**config.mk**
```make
export PLATFORM = sky130hd
export DESIGN_NAME = acq_mode_ctrl
export DESIGN_NICKNAME = d
export VERILOG_FILES = /design/src/rtl/acq_pkg.sv /design/src/rtl/acq_debounce.sv /design/src/rtl/acq_phase_fsm.sv /design/src/rtl/acq_status_led.sv /design/src/rtl/acq_mode_ctrl.sv
export SDC_FILE = /design/constraint.sdc
export NUM_CORES = 1
export LEC_CHECK = 0
export CORE_UTILIZATION = 50
export CTS_CLUSTER_SIZE = 16
export DETAILED_ROUTE_END_ITERATION = 10
export GPL_TIMING_DRIVEN = 0
export PLACE_DENSITY = 0.63
export SYNTH_ARGS = -nofsm -noshare
export SYNTH_HDL_FRONTEND = slang
export SYNTH_SLANG_ARGS = --single-unit
export TNS_END_PERCENT = 20
```
**constraint.sdc**
```tcl
create_clock -name clk -period 4.9 [get_ports clk]
set_clock_uncertainty 0.1 [all_clocks]
set_input_delay 0.735 -clock clk [delete_from_list [all_inputs] [get_ports clk]]
set_output_delay 0.735 -clock clk [all_outputs]
set_load 0.005 [all_outputs]
```
**src/rtl/acq_pkg.sv**
```systemverilog
package acq_pkg;

  typedef enum logic [2:0] {
    PH_PWRUP = 3'd0,
    PH_CFG   = 3'd1,
    PH_MEAS  = 3'd2,
    PH_IDLE  = 3'd3,
    PH_PAUSE = 3'd4
  } phase_e;

  // raw input channel positions
  localparam int CH_GRST  = 0;
  localparam int CH_TEST  = 1;
  localparam int CH_PAUSE = 2;
  localparam int CH_TRIG  = 3;
  localparam int CH_FSR0  = 4;
  localparam int CH_MODE  = 7;
  localparam int N_CH     = 8;

  // colour choice, blue over red over green; result is {r,g,b}
  function automatic logic [2:0] rgb_pick(input logic blue, input logic red,
                                          input logic green);
    if (blue)       return 3'b001;
    else if (red)   return 3'b100;
    else if (green) return 3'b010;
    else            return 3'b000;
  endfunction

endpackage

```
**src/rtl/acq_debounce.sv**
```systemverilog
module acq_debounce #(
  parameter int DEB_CYCLES = 1200000
) (
  input  logic clk,
  input  logic rst_n,
  input  logic raw,
  output logic level,
  output logic rise
);
  localparam int CW = $clog2(DEB_CYCLES + 1);

  logic          s1, s2, lvl_q;
  logic [CW-1:0] cnt;
  logic          accept;

  assign accept = (s2 != lvl_q) && (cnt == CW'(DEB_CYCLES - 1));
  assign rise   = accept && s2;
  assign level  = lvl_q;

  always_ff @(posedge clk or negedge rst_n) begin
    if (!rst_n) begin
      s1    <= 1'b0;
      s2    <= 1'b0;
      lvl_q <= 1'b0;
      cnt   <= '0;
    end else begin
      s1 <= raw;
      s2 <= s1;
      if (s2 == lvl_q) begin
        cnt <= '0;
      end else if (accept) begin
        lvl_q <= s2;
        cnt   <= '0;
      end else begin
        cnt <= cnt + 1'b1;
      end
    end
  end
endmodule

```
**src/rtl/acq_phase_fsm.sv**
```systemverilog
module acq_phase_fsm
  import acq_pkg::*;
#(
  parameter int PWR_CYCLES = 360
) (
  input  logic   clk,
  input  logic   rst_n,
  input  logic   gr_rise,
  input  logic   pause_rise,
  input  logic   cfg_pass,
  input  logic   cfg_fail,
  output phase_e phase,
  output logic   cfg_start
);
  localparam int PW = $clog2(PWR_CYCLES + 1);

  logic [PW-1:0] tmr;

  always_ff @(posedge clk or negedge rst_n) begin
    if (!rst_n) begin
      phase     <= PH_PWRUP;
      tmr       <= '0;
      cfg_start <= 1'b0;
    end else begin
      cfg_start <= 1'b0;
      if (gr_rise) begin
        phase <= PH_PWRUP;
        tmr   <= '0;
      end else if (pause_rise && phase != PH_PAUSE) begin
        phase <= PH_PAUSE;
      end else begin
        case (phase)
          PH_PWRUP: begin
            if (tmr == PW'(PWR_CYCLES - 1)) begin
              phase     <= PH_CFG;
              cfg_start <= 1'b1;
            end else begin
              tmr <= tmr + 1'b1;
            end
          end
          PH_CFG: begin
            if (cfg_pass)      phase <= PH_MEAS;
            else if (cfg_fail) phase <= PH_IDLE;
          end
          default: ;
        endcase
      end
    end
  end
endmodule

```
**src/rtl/acq_status_led.sv**
```systemverilog
module acq_status_led
  import acq_pkg::*;
(
  input  logic       clk,
  input  logic       rst_n,
  input  logic       clr,
  input  logic       live,
  input  logic       set_green,
  input  logic       set_red,
  input  logic       set_blue,
  output logic [2:0] rgb
);
  logic f_g, f_r, f_b;

  always_ff @(posedge clk or negedge rst_n) begin
    if (!rst_n) begin
      f_g <= 1'b0;
      f_r <= 1'b0;
      f_b <= 1'b0;
    end else if (clr) begin
      f_g <= 1'b0;
      f_r <= 1'b0;
      f_b <= 1'b0;
    end else if (live) begin
      f_g <= f_g | set_green;
      f_r <= f_r | set_red;
      f_b <= f_b | set_blue;
    end
  end

  assign rgb = live ? rgb_pick(f_b, f_r, f_g) : 3'b000;
endmodule

```
**src/rtl/acq_mode_ctrl.sv**
```systemverilog
module acq_mode_ctrl
  import acq_pkg::*;
#(
  parameter int         DEB_CYCLES = 1200000,
  parameter int         PWR_CYCLES = 360,
  parameter logic [2:0] DEF_FSR    = 3'b111
) (
  input  logic       clk,
  input  logic       rst_n,
  input  logic       btn_greset,
  input  logic       btn_test,
  input  logic       btn_pause,
  input  logic       btn_trig,
  input  logic [2:0] sw_fsr,
  input  logic       sw_trig_mode,
  input  logic       cfg_pass,
  input  logic       cfg_fail,
  input  logic       int_short,
  input  logic       fifo_rd_empty,
  input  logic       fifo_wr_full,
  input  logic       frame_done,
  output logic       adc_rst,
  output logic       cfg_start,
  output logic [2:0] cfg_fsr,
  output logic       cfg_test,
  output logic       frame_fwd,
  output logic       led_cfg,
  output logic       led_meas,
  output logic       led_test,
  output logic [2:0] rgb
);
  logic [N_CH-1:0] raw_in, db_lvl, db_rise;

  assign raw_in = {sw_trig_mode, sw_fsr, btn_trig, btn_pause, btn_test, btn_greset};

  for (genvar c = 0; c < N_CH; c++) begin : g_deb
    acq_debounce #(.DEB_CYCLES(DEB_CYCLES)) u_deb (
      .clk   (clk),
      .rst_n (rst_n),
      .raw   (raw_in[c]),
      .level (db_lvl[c]),
      .rise  (db_rise[c])
    );
  end

  // named internal events
  logic gr_rise, test_rise, pause_rise, trig_rise;
  logic paused, measuring, fwd_take;
  assign gr_rise    = db_rise[CH_GRST];
  assign test_rise  = db_rise[CH_TEST];
  assign pause_rise = db_rise[CH_PAUSE];
  assign trig_rise  = db_rise[CH_TRIG];

  phase_e phase;

  acq_phase_fsm #(.PWR_CYCLES(PWR_CYCLES)) u_fsm (
    .clk        (clk),
    .rst_n      (rst_n),
    .gr_rise    (gr_rise),
    .pause_rise (pause_rise),
    .cfg_pass   (cfg_pass),
    .cfg_fail   (cfg_fail),
    .phase      (phase),
    .cfg_start  (cfg_start)
  );

  assign paused    = (phase == PH_PAUSE);
  assign measuring = (phase == PH_MEAS);

  // staged and applied settings, trigger one-shot
  logic pend_test, app_trig, armed;

  always_ff @(posedge clk or negedge rst_n) begin
    if (!rst_n) begin
      cfg_fsr   <= DEF_FSR;
      cfg_test  <= 1'b0;
      app_trig  <= 1'b0;
      pend_test <= 1'b0;
      armed     <= 1'b0;
    end else begin
      if (test_rise && !paused) pend_test <= ~pend_test;
      if (gr_rise) begin
        cfg_fsr  <= db_lvl[CH_FSR0 +: 3];
        cfg_test <= pend_test;
        app_trig <= db_lvl[CH_MODE];
        armed    <= 1'b0;
      end else if (!paused) begin
        if (trig_rise)     armed <= 1'b1;
        else if (fwd_take) armed <= 1'b0;
      end
    end
  end

  assign fwd_take  = measuring && frame_done && armed;
  assign frame_fwd = measuring && frame_done && (!app_trig || armed);

  acq_status_led u_led (
    .clk       (clk),
    .rst_n     (rst_n),
    .clr       (gr_rise),
    .live      (!paused),
    .set_green (cfg_pass && phase == PH_CFG),
    .set_red   ((cfg_fail && phase == PH_CFG) || int_short),
    .set_blue  (fifo_rd_empty || fifo_wr_full),
    .rgb       (rgb)
  );

  assign adc_rst  = (phase == PH_PWRUP);
  assign led_cfg  = (phase == PH_PWRUP) || (phase == PH_CFG) || (phase == PH_IDLE);
  assign led_meas = measuring;
  assign led_test = pend_test && !paused;
endmodule

```
==> results.json, run 1 <==
{
  "outcome": "finished, final reports clean",
  "clock_path_buffers": 3,
  "synth_cell_type_count": 48,
  "ir_drop_mv": 0.233,
  "routed-via-count": 6934,
  "syn-instance-count": 994,
  "cap_violations": 0,
  "syn_avg_cell_area_um2": 10.1,
  "clock_latency_ns": 0.52,
  "htreeDepth": 1,
  "placed_cells": 1289,
  "fillCellCount": 1716,
  "yosysWarnings": 0,
  "diodes": 0,
  "p_leak_nw": 4.93,
  "dieWidth_um": 143,
  "antenna_found_initial": 0,
  "syn2layout_area_growth_pct": 15.2,
  "final_cells": 1333,
  "cts-root-buf": "clkbuf_16",
  "grt_pass1_wl_mm": 32.5,
  "pre_cts_ws_ns": 1.99,
  "worst_slew_pin_slew_ns": 0.921,
  "p_total_mw": 3.95,
  "seq_area_frac_synth_pct": 53.8,
  "fin_nets": 1076,
  "period_needed_ns": 3.23,
  "start_util_pct": 51.2,
  "final_common_cell": "dfrtp_1",
  "drt-vias-per-instance": 5.20,
  "layout_common_cells": "212 x dfrtp_1, 200 x nor2_1, 92 x xor2_1",
  "cts_tree": "built",
  "synth-async-reset-ratio_pct": 100,
  "cts.clk_slew.worst_paths_ns": 0.06,
  "fp.dieH_um": 143,
  "grt_max_degree": 108,
  "firstDrtPassIters": 4,
  "wl_mm": 18.7,
  "ys_ff_latch": 215,
  "top_usage_layer": "met2",
  "crit_fanout": 9,
  "hold_viol": 0,
  "use_met1_pct": 28.1,
  "critPathKind": "reg -> out",
  "synth_edf_count": 0,
  "finalMaxSlewViolations": 0,
  "ant_nets": 0,
  "period_share_pct": 65.9,
  "setup_violations": 0,
  "synth_area_um2": 10000,
  "portBuffers": 28,
  "setup_ws_ns": 1.67,
  "grt-ovfl-total": 0,
  "cp.required_ns": 4.07,
  "io_pins": 29,
  "critPathLaunchType": "flop",
  "critPathCaptureType": "primary output",
  "rows": 51,
  "max_freq_mhz": 310,
  "gr-usage-met2_pct": 30.8,
  "power_density_nw_per_um2": 343,
  "cts_buffers": 24,
  "coreArea_um2": 19500,
  "relSlewSlack_pct": 38.0,
  "dieArea_um2": 20600,
  "hpwl_mm": 12.6,
  "routabilityCongestion": 0.757,
  "hp-class": "reg -> reg",
  "grtUsageTotal_pct": 19.4,
  "syn_nets": 1019,
  "first_global_vias": 6704,
  "grtUsageMet3_pct": 2.43,
  "hold_ws_ns": 0.247,
  "synth_flop_cell": "dfrtp_1",
  "first_iter_violations": 304,
  "route.detailed.drc": 0,
  "clock-sinks": 215,
  "cp.arrival_ns": 2.39,
  "drive_above_1_share_pct": 6.46,
  "rsz0062_at_grt": "no",
  "wl_per_cell_um": 14.0
}
==> worst paths after layout <==
path,start,to,slack (ns),cells past startpoint
min reg2reg,g_deb[6].u_deb.s1$_DFF_PN0_,g_deb[6].u_deb.s2$_DFF_PN0_,0.25,0
min,g_deb[6].u_deb.s1$_DFF_PN0_,g_deb[6].u_deb.s2$_DFF_PN0_,0.25,0
max reg2reg,g_deb[2].u_deb.cnt[7]$_DFF_PN0_,u_fsm.tmr[3]$_DFFE_PN0P_,2.24,6
min in group asynchronous,rst_n,g_deb[3].u_deb.cnt[8]$_DFF_PN0_,0.57,2
max,u_fsm.phase[0]$_DFFE_PN0P_,rgb[1],1.67,3
max in group asynchronous,rst_n,cfg_fsr[1]$_DFFE_PN1P_,3.00,4
==> synth_stat cells (all sizes together), types with 5 or more instances <==
cell type    n  area (um^2)
nand2b       7         43.8
and2         6         37.5
nand3       63          315
nor2       200          751
and4        11         96.3
ha           9          113
dfrtp      212         5310
xor2        92          806
nor4b       14          123
or3          5         31.3
or2          8         50.1
xnor2       66          578
o21ai        5         25.0
nor4        16          115
nand2       73          274
nand4       48          300
a21oi        9         45.0
clkbuf      21         78.8
nor3b        5         42.5
nor3        25          125
inv         26         97.6
and4b        6         60.1
mux2         8         90.1
and3        24          150
==> through the flow <==
stage	instance area (um^2)	utilization [%]	setup TNS, ns
final	11500	59.0	0
after global routing	11500	59.0	0
after CTS	11500	59.0	0
after detailed placement	10700	54.7	0
after global placement	10600	54.4	-1320.45
after floorplan	10000	-	0
==> state kept, by name, summed over array words and instances (netlist names), 3 cells and up <==
name and count:
u_fsm.tmr 9, g_deb.u_deb.s2 8, g_deb.u_deb.level 8, u_fsm.phase 3
g_deb.u_deb.cnt 168, cfg_fsr 3, g_deb.u_deb.s1 8
==> routing by layer <==
| metal | wire, um | vias to the layer above | share of wire [%] |
|---|---|---|---|
| met5 | 0 | - | 0 |
| li1 | - | 3488 | - |
| met1 | 9390 | 3351 | 50 |
| met4 | 356 | 0 | 1.9 |
| met2 | 8420 | 65 | 45 |
| met3 | 483 | 30 | 2.6 |
==> critical path: stages, from the launching register on <==
cell,delay (ns)
dfrtp_1,0.45
nor3b_2,0.73
nor4b_1,0.18
clkdlybuf4s50_1,0.52
==> kinds of logic (layout without fill, tap and decap cells) <==
kind of cell	count (synthesis)	in the layout	synth area share, %
adder cells (fa/ha/maj)	9	9	1.13
XOR/XNOR	158	158	13.8
buffers and inverters	50	124	1.96
AO/OA/AOI/OAI	26	26	1.65
AND/OR/NAND/NOR	525	525	26.4
flip-flops	215	215	53.8
multiplexers	11	11	1.20
==> final cells by class <==
cell class / count / area (um^2) / area share (%)
buffer: 24 / 98.8 / 0.858
clock buffer: 32 / 671 / 5.82
clock inverter: 11 / 166 / 1.44
inverter: 26 / 97.6 / 0.847
multi-input combinational: 729 / 4420 / 38.4
sequential: 215 / 5380 / 46.7
tap: 265 / 332 / 2.88
timing repair buffer: 31 / 350 / 3.04
==> where the power goes <==
group	total [mW]	switching, mW	leakage, nW	internal (mW)
clock network	1.89	0.718	0.416	1.17
registers	1.87	0.0493	2.91	1.82
logic	0.194	0.114	1.60	0.0797
total	3.95	0.882	4.93	3.07
==> timing repair <==
action | 4_1_cts | 5_1_grt
setup buffers | 0 | 0
hold buffers | 1 | 0
resized for setup | 0 | 0
hold endpoints to repair | 33 | 0
No activity file was read; power rests on OpenSTA's default activity.
==> run 2: changes to the inputs <==
==> constraint.sdc (replaced) <==
create_clock -name clk -period 3.26 [get_ports clk]
set_clock_uncertainty 0.1 [all_clocks]
set_input_delay 0.489 -clock clk [delete_from_list [all_inputs] [get_ports clk]]
set_output_delay 0.489 -clock clk [all_outputs]
set_load 0.005 [all_outputs]
==> results of run 2 <==
The final DEF is identical to that of run 1. Status: finished, final reports clean.
Main changes from that run: setup slack after placement 1.99 ns -> 0.626 ns; setup slack after layout 1.67 ns -> 0.277 ns; register-to-register setup slack 2.24 ns -> 0.60 ns; total power 3.95 mW -> 5.94 mW; worst IR drop on VDD 0.233 mV -> 0.351 mV
